==> src/rtl/pwr_i2c_pkg.sv <==
package pwr_i2c_pkg;
  typedef enum logic [2:0] {
    ST_IDLE, ST_ADDR, ST_AACK, ST_WR, ST_WACK, ST_RD, ST_RACK, ST_RNXT
  } bus_st_t;

  localparam logic [2:0] SEL_STAT = 3'b000;
  localparam logic [2:0] SEL_CTLA = 3'b001;
  localparam logic [2:0] SEL_CTLB = 3'b010;
  localparam logic [2:0] SEL_OUT  = 3'b011;
  localparam logic [4:0] ADDR_BASE = 5'b00010;
endpackage

==> src/rtl/pwr_i2c_deglitch.sv <==
module pwr_i2c_deglitch #(
  parameter int WIDTH    = 2,
  parameter int FILT_LEN = 11
) (
  input  logic             clk,
  input  logic             rst_n,
  input  logic [WIDTH-1:0] line_i,
  output logic [WIDTH-1:0] line_o
);
  localparam int CW = $clog2(FILT_LEN + 1);

  for (genvar g = 0; g < WIDTH; g++) begin : g_line
    logic s1, s2, q, q_n;
    logic [CW-1:0] cnt, cnt_n;

    always_comb begin
      q_n   = q;
      cnt_n = '0;
      if (s2 != q) begin
        if (cnt == CW'(FILT_LEN - 1)) begin
          q_n = s2;
        end else begin
          cnt_n = cnt + 1'b1;
        end
      end
    end

    always_ff @(posedge clk or negedge rst_n) begin
      if (!rst_n) begin
        s1  <= 1'b1;
        s2  <= 1'b1;
        q   <= 1'b1;
        cnt <= '0;
      end else begin
        s1  <= line_i[g];
        s2  <= s1;
        q   <= q_n;
        cnt <= cnt_n;
      end
    end

    assign line_o[g] = q;

    // the filtered level moves only after the input has stood still long enough
    a_r10_filtered_move: assert property (@(posedge clk) disable iff (!rst_n)
      (q != q_n) |-> (cnt == CW'(FILT_LEN - 1)));
  end
endmodule

==> src/rtl/pwr_i2c_bus_fsm.sv <==
module pwr_i2c_bus_fsm
  import pwr_i2c_pkg::*;
(
  input  logic       clk,
  input  logic       rst_n,
  input  logic       pwr_good,
  input  logic [1:0] addr_sel,
  input  logic       scl_f,
  input  logic       sda_f,
  input  logic [7:0] rd_byte,
  output logic [1:0] rd_idx,
  output logic       wr_en,
  output logic [7:0] wr_data,
  output logic       sda_pull
);
  bus_st_t    st, st_n;
  logic [2:0] cnt, cnt_n;
  logic [7:0] sh, sh_n;
  logic       pull_n, rw, rw_n;
  logic [1:0] ptr, ptr_n;
  logic       scl_d, sda_d;
  logic       scl_rise, scl_fall, start_c, stop_c;

  assign scl_rise = scl_f & ~scl_d;
  assign scl_fall = ~scl_f & scl_d;
  assign start_c  = scl_f & scl_d & sda_d & ~sda_f;
  assign stop_c   = scl_f & scl_d & ~sda_d & sda_f;
  assign wr_data  = {sh[6:0], sda_f};
  assign rd_idx   = ptr;

  always_comb begin
    st_n   = st;
    cnt_n  = cnt;
    sh_n   = sh;
    pull_n = sda_pull;
    rw_n   = rw;
    ptr_n  = ptr;
    wr_en  = 1'b0;
    if (!pwr_good) begin
      st_n = ST_IDLE; pull_n = 1'b0; cnt_n = '0; ptr_n = '0;
    end else if (start_c) begin
      st_n = ST_ADDR; pull_n = 1'b0; cnt_n = '0; ptr_n = '0;
    end else if (stop_c) begin
      st_n = ST_IDLE; pull_n = 1'b0;
    end else begin
      unique case (st)
        ST_ADDR: if (scl_rise) begin
          sh_n  = {sh[6:0], sda_f};
          cnt_n = cnt + 1'b1;
          if (cnt == 3'd7) begin
            rw_n = sda_f;
            st_n = (sh[6:0] == {ADDR_BASE, addr_sel}) ? ST_AACK : ST_IDLE;
          end
        end
        ST_AACK: if (scl_fall) begin
          if (!sda_pull) begin
            pull_n = 1'b1;
          end else begin
            cnt_n = '0;
            if (rw) begin
              st_n = ST_RD; sh_n = rd_byte; pull_n = ~rd_byte[7]; ptr_n = ptr + 1'b1;
            end else begin
              st_n = ST_WR; pull_n = 1'b0;
            end
          end
        end
        ST_WR: if (scl_rise) begin
          sh_n  = {sh[6:0], sda_f};
          cnt_n = cnt + 1'b1;
          if (cnt == 3'd7) begin
            wr_en = 1'b1;
            st_n  = ST_WACK;
          end
        end
        ST_WACK: if (scl_fall) begin
          if (!sda_pull) begin
            pull_n = 1'b1;
          end else begin
            pull_n = 1'b0; st_n = ST_WR; cnt_n = '0;
          end
        end
        ST_RD: if (scl_fall) begin
          cnt_n = cnt + 1'b1;
          sh_n  = {sh[6:0], 1'b0};
          if (cnt == 3'd7) begin
            pull_n = 1'b0; st_n = ST_RACK;
          end else begin
            pull_n = ~sh[6];
          end
        end
        ST_RACK: if (scl_rise) begin
          st_n = sda_f ? ST_IDLE : ST_RNXT;
        end
        ST_RNXT: if (scl_fall) begin
          st_n = ST_RD; sh_n = rd_byte; pull_n = ~rd_byte[7]; ptr_n = ptr + 1'b1; cnt_n = '0;
        end
        default: ;
      endcase
    end
  end

  always_ff @(posedge clk or negedge rst_n) begin
    if (!rst_n) begin
      st       <= ST_IDLE;
      cnt      <= '0;
      sh       <= '0;
      sda_pull <= 1'b0;
      rw       <= 1'b0;
      ptr      <= '0;
      scl_d    <= 1'b1;
      sda_d    <= 1'b1;
    end else begin
      st       <= st_n;
      cnt      <= cnt_n;
      sh       <= sh_n;
      sda_pull <= pull_n;
      rw       <= rw_n;
      ptr      <= ptr_n;
      scl_d    <= scl_f;
      sda_d    <= sda_f;
    end
  end

  // no drive on the bus while power is not good
  a_r9_quiet_when_unpowered: assert property (@(posedge clk) disable iff (!rst_n)
    !pwr_good |=> !sda_pull);
  // a STOP always frees the line and idles the engine
  a_r8_stop_releases: assert property (@(posedge clk) disable iff (!rst_n)
    (pwr_good && stop_c && !start_c) |=> (!sda_pull && st == ST_IDLE));
  // the line is only pulled while addressed
  a_r1_pull_only_addressed: assert property (@(posedge clk) disable iff (!rst_n)
    sda_pull |-> (st != ST_IDLE && st != ST_ADDR));
  // during a read byte the line carries the current MSB of the shifter
  a_r5_msb_on_line: assert property (@(posedge clk) disable iff (!rst_n)
    (st == ST_RD) |-> (sda_pull == ~sh[7]));
endmodule

==> src/rtl/pwr_i2c_regfile.sv <==
module pwr_i2c_regfile
  import pwr_i2c_pkg::*;
(
  input  logic       clk,
  input  logic       rst_n,
  input  logic       pwr_good,
  input  logic       wr_en,
  input  logic [7:0] wr_data,
  input  logic [1:0] rd_idx,
  input  logic [4:0] fault_in,
  input  logic       tone_det,
  output logic [7:0] rd_byte,
  output logic [4:0] ctrl_a,
  output logic [4:0] ctrl_b,
  output logic [1:0] volt_sel,
  output logic       out_enable
);
  logic [4:0] a_n, b_n;
  logic [1:0] vs_n;
  logic       en_n;

  always_comb begin
    a_n  = ctrl_a;
    b_n  = ctrl_b;
    vs_n = volt_sel;
    en_n = out_enable;
    if (!pwr_good) begin
      a_n = '0; b_n = '0; vs_n = '0; en_n = 1'b0;
    end else if (wr_en) begin
      unique case (wr_data[7:5])
        SEL_CTLA: a_n = wr_data[4:0];
        SEL_CTLB: b_n = wr_data[4:0];
        SEL_OUT: begin
          en_n = wr_data[4];
          vs_n = wr_data[1:0];
        end
        default: ;
      endcase
    end
  end

  always_ff @(posedge clk or negedge rst_n) begin
    if (!rst_n) begin
      ctrl_a     <= '0;
      ctrl_b     <= '0;
      volt_sel   <= '0;
      out_enable <= 1'b0;
    end else begin
      ctrl_a     <= a_n;
      ctrl_b     <= b_n;
      volt_sel   <= vs_n;
      out_enable <= en_n;
    end
  end

  always_comb begin
    unique case (rd_idx)
      2'd0: rd_byte = {SEL_STAT, fault_in};
      2'd1: rd_byte = {SEL_CTLA, ctrl_a};
      2'd2: rd_byte = {SEL_CTLB, ctrl_b};
      default: rd_byte = {SEL_OUT, out_enable, tone_det, 1'b0, volt_sel};
    endcase
  end

  // everything cleared while power is not good
  a_r9_cleared: assert property (@(posedge clk) disable iff (!rst_n)
    !pwr_good |=> (ctrl_a == '0 && ctrl_b == '0 && volt_sel == '0 && !out_enable));
  // enable rises only as the result of a write
  a_r3_enable_by_write: assert property (@(posedge clk) disable iff (!rst_n)
    $rose(out_enable) |-> $past(wr_en && pwr_good));
  // enable and voltage fields land in the same cycle
  a_r3_fields_together: assert property (@(posedge clk) disable iff (!rst_n)
    (pwr_good && wr_en && wr_data[7:5] == SEL_OUT) |=>
      (out_enable == $past(wr_data[4]) && volt_sel == $past(wr_data[1:0])));
  // status-register and spare-code writes change nothing
  a_r4_ro_no_effect: assert property (@(posedge clk) disable iff (!rst_n)
    (pwr_good && wr_en && (wr_data[7:5] == SEL_STAT || wr_data[7])) |=>
      ($stable(ctrl_a) && $stable(ctrl_b) && $stable(volt_sel) && $stable(out_enable)));
endmodule

==> src/rtl/pwr_i2c_target.sv <==
module pwr_i2c_target #(
  parameter int CLK_MHZ   = 200,
  parameter int GLITCH_NS = 50
) (
  input  logic       clk,
  input  logic       rst_n,
  input  logic       pwr_good,
  input  logic [1:0] addr_sel,
  input  logic       scl_i,
  input  logic       sda_i,
  output logic       sda_pull,
  input  logic [4:0] fault_in,
  input  logic       tone_det,
  output logic [4:0] ctrl_a,
  output logic [4:0] ctrl_b,
  output logic [1:0] volt_sel,
  output logic       out_enable
);
  localparam int FILT_LEN = (GLITCH_NS * CLK_MHZ) / 1000 + 1;

  logic       rst_m, rst_s;
  logic [1:0] lines_f;
  logic       wr_en;
  logic [7:0] wr_data, rd_byte;
  logic [1:0] rd_idx;

  always_ff @(posedge clk or negedge rst_n) begin
    if (!rst_n) begin
      rst_m <= 1'b0;
      rst_s <= 1'b0;
    end else begin
      rst_m <= 1'b1;
      rst_s <= rst_m;
    end
  end

  pwr_i2c_deglitch #(.WIDTH(2), .FILT_LEN(FILT_LEN)) u_filt (
    .clk(clk), .rst_n(rst_s), .line_i({scl_i, sda_i}), .line_o(lines_f)
  );

  pwr_i2c_bus_fsm u_fsm (
    .clk(clk), .rst_n(rst_s), .pwr_good(pwr_good), .addr_sel(addr_sel),
    .scl_f(lines_f[1]), .sda_f(lines_f[0]), .rd_byte(rd_byte), .rd_idx(rd_idx),
    .wr_en(wr_en), .wr_data(wr_data), .sda_pull(sda_pull)
  );

  pwr_i2c_regfile u_regs (
    .clk(clk), .rst_n(rst_s), .pwr_good(pwr_good), .wr_en(wr_en), .wr_data(wr_data),
    .rd_idx(rd_idx), .fault_in(fault_in), .tone_det(tone_det), .rd_byte(rd_byte),
    .ctrl_a(ctrl_a), .ctrl_b(ctrl_b), .volt_sel(volt_sel), .out_enable(out_enable)
  );
endmodule

==> config.mk <==
export PLATFORM = sky130hd
export DESIGN_NAME = pwr_i2c_target
export DESIGN_NICKNAME = d
export VERILOG_FILES = /design/src/rtl/pwr_i2c_pkg.sv /design/src/rtl/pwr_i2c_deglitch.sv /design/src/rtl/pwr_i2c_bus_fsm.sv /design/src/rtl/pwr_i2c_regfile.sv /design/src/rtl/pwr_i2c_target.sv
export SDC_FILE = /design/constraint.sdc
export NUM_CORES = 1
export LEC_CHECK = 0
export BUFFER_PORTS_ARGS = -buffer_cell sky130_fd_sc_hd__buf_4
export CORE_MARGIN = 2
export CORE_UTILIZATION = 56
export DETAILED_ROUTE_END_ITERATION = 16
export GPL_TIMING_DRIVEN = 0
export PLACE_DENSITY = 0.74
export SETUP_SLACK_MARGIN = 0.2
export SLEW_MARGIN = 25
export SYNTH_ARGS = -nofsm -noshare
export SYNTH_HDL_FRONTEND = slang
export SYNTH_HIERARCHICAL = 1
export SYNTH_SLANG_ARGS = --single-unit
==> constraint.sdc <==
create_clock -name clk -period 2.4 [get_ports clk]
set_input_delay 0.24 -clock clk [delete_from_list [all_inputs] [get_ports clk]]
set_output_delay 0.24 -clock clk [all_outputs]
set_load 0.02 [all_outputs]
==> metrics.yaml, run 1 <==
routing:
  firstDrtPassIters: 4
  ant_nets: 0
  viasPerCell: 5.66
  wl_per_cell_um: 15.5
  drt-initial-drc-count: 179
  drc_errors: 0
  vias: 2033
  wirelength_um: 5560
floorplanning:
  dieArea_um2: 5600
  dieHeight_um: 74.8
  die_w_um: 74.8
  start_util: 0.587
  rows: 25
  fp.coreArea_um2: 4790
  io_pins: 27
final_layout:
  multi_input_area_um2: 1430
  final_layout_size_suffix_gt1_frac: 0.332
  final_cell_mix: "dfrtp_1, nand2_1, buf_4"
  syn_to_final_growth_pct: 15.5
  final_area_um2: 3250
  fin_nets: 308
  final_common_cell: "dfrtp_1"
  fill_cells: 385
  antenna_cells: 0
  seq_area_um2: 1210
setup_path:
  crit_path_end_kind: "register"
  r2r_slack_ns: 0.34
  crit_arrival_ns: 2.28
  timing.critical_path.max_delay_family: "simple AND/OR/NAND/NOR gates"
  crit_fanout: 10
  worstSetupPathType: "register to register"
  critical_path.max_stage_delay_ns: 0.56
  start_kind: "register"
  critPathBufInv: 3
  worstPathRequired_ns: 2.62
  cp_slowest_cell: "dfstp_2"
  crit_chain: "buf_4 > buf_2 > and4bb_1 > nand3_1 > nor2_2 > and4bb_2 > buf_6 > mux2i_1"
logic_synthesis:
  yosysTopAreaCellShare: 0.356
  synth_seq_area_share: 0.431
  syn_avg_cell_area_um2: 11.0
  synth_top_area_cell: "dfrtp_1"
  ys_top_cells_by_area: "dfrtp_1, dfstp_2, mux2i_1"
  async_reset_ff_frac: 1.00
  synth.cell_area_um2: 2810
  syn_nets: 273
  ys_ff_latch: 48
  netlist_instances: 256
  yosys.cell_types.count: 60
  synthFlopType: "dfrtp_1"
  synth_edf_count: 0
  synth_warnings: 6
global_routing:
  grt_pass1_wl_um: 9460
  antenna_found_initial: 0
  grt_max_degree: 29
  grt-ovfl-total: 0
  grt_usage: 0.223
  grt_pass1_vias: 1943
power_and_ir_drop:
  clkPwrFrac: 0.378
  p_sw_frac: 0.225
  peakVddDrop_uv: 427
  internal_power_w: 0.00120
  leakage_nw: 1.44
  pwr-share-comb: 0.066
  power_density_nw_per_um2: 476
  seqPwrFrac: 0.556
  p_switching_w: 0.000348
placed_design:
  gp_congestion: 0.880
  place.port_buffers: 26
  placed_area_um2: 3120
  place_ws_ns: 0.348
  post-dp-hpwl_um: 4110
min_path:
  hold_class: "input port to register"
clock_network:
  htree_levels: 2
  cts_sinks: 48
  cts_buffers: 5
  cts_setup_buffers: 0
  worstSkewPairLatency_ns: 0.30
  clk_pin_slew_worst_paths_ns: 0.09
  cts_root_buf: "clkbuf_8"
  cts_tree: "built"
  clockBufferDepth: 2
outcome:
  status: "complete, no violations"
sta:
  max_slew_margin: 0.575
  period_minus_slack_ns: 2.06
  fin_skew_ns: 0.00698
  hold_violations: 0
  fin_crit_sh: 0.859
  worstMarginPinSlew_ns: 0.637
  finalSetupTns_ns: 0
  setup_violations: 0
  rsz0062_at_grt: "no"
  fmax_mhz: 485
  slew_violations: 0
  setup_ws_ns: 0.339
flow_run:
  drv_cap: 0
==> layer usage <==
metal  part of all wire  vias to the layer above  routed length (um)  global-route usage
met2               0.48                       57                2690               0.355
met3              0.041                        7                 228              0.0415
met1               0.46                      985                2580               0.317
li1                   -                      984                   -                   -
met5                  0                        -                   0                   0
met4              0.011                        0                  61              0.0595
==> state kept, by name (all words and copies together) (netlist names), 2 cells and up <==
register           cells
u_regs/ctrl_a          5
u_filt/g_line.s2       2
u_fsm/cnt              3
u_filt/g_line.q        2
u_fsm/st               3
u_regs/volt_sel        2
u_filt/g_line.s1       2
u_fsm/sh               7
u_fsm/rd_idx           2
u_filt/g_line.cnt      8
u_regs/ctrl_b          5
==> layout make-up <==
| type | count | share of cell area |
|---|---|---|
| clock buffers | 5 | 0.0212 |
| repair buffers | 28 | 0.0717 |
| multi-input cells | 182 | 0.441 |
| well taps | 67 | 0.0258 |
| plain buffers | 19 | 0.0443 |
| flip-flops and latches | 48 | 0.373 |
| clock inverters | 3 | 0.0146 |
| inverters | 7 | 0.00809 |
==> Yosys cell counts (4+ instances only) <==
cell,instances
o21ai_0,7
nor2b_1,4
nor2_1,13
mux2i_1,17
nand2_1,37
mux2_4,8
mux4_2,4
inv_1,5
ha_1,4
a21oi_1,7
xor2_1,4
dfstp_2,8
dfrtp_1,40
buf_6,4
buf_4,7
mux2_2,7
xnor2_1,7
==> final timing paths <==
check,cells after the start,to,start
setup / recovery,8,u_regs/ctrl_b[0]$_DFFE_PN0P_,u_filt/g_line[1].q$_DFFE_PN1P_
hold / removal,1,u_filt/g_line[1].s1$_DFF_PN1_,scl_i
setup reg to reg,8,u_regs/ctrl_b[0]$_DFFE_PN0P_,u_filt/g_line[1].q$_DFFE_PN1P_
hold reg to reg,0,u_filt/g_line[0].cnt[2]$_DFF_PN0_,rst_s$_DFF_PN0_
max in group asynchronous,1,u_fsm/sda_d$_DFF_PN1_,rst_s$_DFF_PN0_
min in group asynchronous,2,rst_s$_DFF_PN0_,rst_n
==> power groups by stage <==
stage / registers (W) / clock network, W / logic, W
final: 0.000859 / 0.000585 / 0.000101
after detailed placement: 0.000876 / 0 / 0.000100
after global placement: 0.000880 / 0 / 0.0000868
after global routing: 0.000864 / 0.000640 / 0.000113
after CTS: 0.000860 / 0.000607 / 0.000102
after floorplan: 0.000872 / 0 / 0.0000607
==> repair_timing <==
item	in CTS	in global routing
hold buffers	1	0
endpoints found under the setup margin	0	7
gates resized for setup	0	1
hold endpoints to repair	2	0
==> cell families (layout without fill, tap and decap cells) <==
family                     Yosys count  after routing  share of synthesized area
muxes                               36             36                      0.163
xor gates and xnor gates            11             11                     0.0343
AOI/OAI and AO/OA                   48             48                      0.134
DFF                                 48             48                      0.431
adders and majority gates            4              4                     0.0178
buffers and inverters               26             62                     0.0605
and+or+nand+nor                     81             81                      0.156
other                                2              2                    0.00267
==> metrics by stage <==
step           power, W   util  hold slack, ns  cells
6_report        0.00155  0.678          0.0361    359
5_1_grt         0.00162  0.678          0.0139    359
4_1_cts         0.00157  0.678          0.0230    359
3_5_place_dp   0.000976  0.652          0.0279    350
3_3_place_gp   0.000967  0.645          0.0231    349
2_1_floorplan  0.000933      -         -0.0556    256
Power figures use the tool's default switching activity.
==> inputs of run 2 (changes only) <==
--- a/config.mk
+++ b/config.mk
@@ -7,10 +7,10 @@
 export LEC_CHECK = 0
 export BUFFER_PORTS_ARGS = -buffer_cell sky130_fd_sc_hd__buf_4
 export CORE_MARGIN = 2
-export CORE_UTILIZATION = 56
+export CORE_UTILIZATION = 64
 export DETAILED_ROUTE_END_ITERATION = 16
 export GPL_TIMING_DRIVEN = 0
-export PLACE_DENSITY = 0.74
+export PLACE_DENSITY = 0.83
 export SETUP_SLACK_MARGIN = 0.2
 export SLEW_MARGIN = 25
 export SYNTH_ARGS = -nofsm -noshare
==> run 2 against run 1 <==
Against the previous run: clock power decreased by 13%; flip-flop and latch count unchanged; utilization increased by 6.7 points; clock skew decreased by 0.0024 ns; highest routed layer unchanged; hold slack improved by 0.014 ns; register-to-register slack got worse by 0.06 ns; sequential share of layout area increased by 0.53 points.
==> metrics.yaml, run 2 (same netlist as run 1, synthesis figures left out) <==
floorplanning:
  start_util: 0.654  # +0.0672
  io_pins: 27  # unchanged
  dieArea_um2: 4940  # -12%
  rows: 24  # -4.0%
  dieHeight_um: 70.3  # -6.1%
  fp.coreArea_um2: 4290  # -10%
  die_w_um: 70.3  # -6.1%
setup_path:
  crit_fanout: 10  # unchanged
  crit_chain: "buf_4 > buf_2 > and4bb_1 > nand3_1 > nor2_2 > and4bb_2 > buf_6 > mux2i_1"
  start_kind: "register"
  worstPathRequired_ns: 2.62  # about the same
  critical_path.max_stage_delay_ns: 0.55  # about the same
  worstSetupPathType: "register to register"
  worst-r2r-cell-count: 8  # unchanged
  crit_arrival_ns: 2.34  # +0.06 ns
  cp_slowest_cell: "dfstp_2"
  crit_path_end_kind: "register"
sta:
  setup_ws_ns: 0.278  # -0.0618 ns
  setup_violations: 0  # unchanged
  hold_violations: 0  # unchanged
  rsz0062_at_grt: "no"
  slew_violations: 0  # unchanged
  finalSetupTns_ns: 0  # unchanged
  fin_crit_sh: 0.884  # +0.0257
  hold-worst-slack_ns: 0.0502  # +0.0141 ns
  fin_skew_ns: 0.00462  # -0.00236 ns
  fmax_mhz: 471  # -2.9%
  period_minus_slack_ns: 2.12  # +0.0618 ns
routing:
  drt-initial-drc-count: 179  # unchanged
  ant_nets: 0  # unchanged
  firstDrtPassIters: 4  # unchanged
  wl_per_cell_um: 17.8  # +15%
  wirelength_um: 6130  # +10%
  viasPerCell: 6.16  # +8.7%
  drc_errors: 0  # unchanged
  vias: 2118  # +4.2%
final_layout:
  final_cell_mix: "dfrtp_1, nand2_1, buf_4"
  syn_to_final_growth_pct: 13.9
  fin_util: 0.746  # +0.0672
  fill_cells: 293  # -24%
  fin_nets: 308  # unchanged
  seq_area_um2: 1210  # unchanged
  final_layout_size_suffix_gt1_frac: 0.332  # unchanged
  largest_reg_flops: 8  # unchanged
  reg_top3: "u_filt/g_line.cnt x8, u_fsm/sh x7"
  final_common_cell: "dfrtp_1"
  multi_input_area_um2: 1430  # unchanged
  regMostFlops: "u_filt/g_line.cnt"
  antenna_cells: 0  # unchanged
placed_design:
  post-dp-hpwl_um: 4400  # +7.2%
  gp_congestion: 0.948  # +7.7%
  place_ws_ns: 0.320  # -0.0283 ns
  place.port_buffers: 26  # unchanged
clock_network:
  cts_root_buf: "clkbuf_8"
  clk_pin_slew_worst_paths_ns: 0.09  # about the same
  cts_setup_buffers: 0  # unchanged
  clockBufferDepth: 2  # unchanged
  worstSkewPairLatency_ns: 0.30  # about the same
  htree_levels: 2  # unchanged
  cts_sinks: 48  # unchanged
  cts_buffers: 5  # unchanged
  cts_tree: "built"
global_routing:
  grt_pass1_wl_um: 10400  # +10%
  grt-ovfl-total: 0  # unchanged
  grt_max_degree: 28  # -3.4%
  antenna_found_initial: 0  # unchanged
  grt_pass1_vias: 2194  # +13%
  grt_usage: 0.269  # +0.0455
min_path:
  hold_class: "input port to register"
  hold_depth: 1  # unchanged
power_and_ir_drop:
  power_w: 0.00147  # -4.8%
  peakVddDrop_uv: 323  # -24%
  power_density_nw_per_um2: 460  # -3.5%
  leakage_nw: 1.42  # -1.3%
outcome:
  status: "complete, no violations"
flow_run:
  drv_cap: 0  # unchanged
[run 2: cell types whose count changed in the layout (fill, tap and decap cells not counted)]
cell / previous run / this run
clkinvlp_4: 0 / 2
buf_12: 0 / 1
bufinv_16: 1 / 0
buf_16: 1 / 0
clkbuf_8: 5 / 6
clkinv_4: 2 / 0
[run 2: worst max-delay path: cells and delay by family, from the launching register on]
kind          cells  cell delay (ns)
flops             1             0.55
buf+inv           3             0.45
simple gates      4             0.82
mux               1             0.20
[run 2: layout make-up]
class / count / area share
clock buffers: 6 / 0.0258
repair buffers: 28 / 0.0703
clock inverters: 2 / 0.00469
inverters: 7 / 0.00821
plain buffers: 19 / 0.0449
well taps: 52 / 0.0203
multi-input cells: 182 / 0.447
flip-flops and latches: 48 / 0.379
[run 2: timing repair]
item / in CTS / in global routing
hold buffers: 1 / 0
resized for setup: 0 / 1
endpoints found under the setup margin: 0 / 13
endpoints found under the hold margin: 2 / 0
[run 2: metrics by stage]
step	cells	instance area (um2)
3_5_place_dp	335	3090
6_report	344	3200
5_1_grt	344	3200
3_3_place_gp	334	3070
4_1_cts	344	3200
2_1_floorplan	256	2810
[run 2: power by group]
part	internal [W]	switching, W
sequential	0.000832	0.0000253
clock	0.000234	0.000275
combinational	0.0000512	0.0000546
total	0.00112	0.000355
[run 2: layer usage]
layer | wire, um | global-route usage | up-vias
met5 | 0 | 0 | -
met4 | 221 | 0.130 | 0
met3 | 297 | 0.0563 | 23
met2 | 3030 | 0.426 | 85
met1 | 2580 | 0.352 | 1035
li1 | - | - | 975
[run 2: path summary, 6_finish.rpt]
path                       slack (ns)                           start                            end
max                              0.28  u_filt/g_line[1].q$_DFFE_PN1P_   u_regs/ctrl_a[3]$_DFFE_PN0P_
min                              0.05                           scl_i  u_filt/g_line[1].s1$_DFF_PN1_
max reg2reg                      0.28  u_filt/g_line[1].q$_DFFE_PN1P_   u_regs/ctrl_a[3]$_DFFE_PN0P_
min reg2reg                      0.23                 rst_s$_DFF_PN0_   u_regs/ctrl_a[1]$_DFFE_PN0P_
max in group asynchronous        1.61                 rst_s$_DFF_PN0_          u_fsm/scl_d$_DFF_PN1_
min in group asynchronous        0.23                 rst_s$_DFF_PN0_   u_regs/ctrl_a[1]$_DFFE_PN0P_
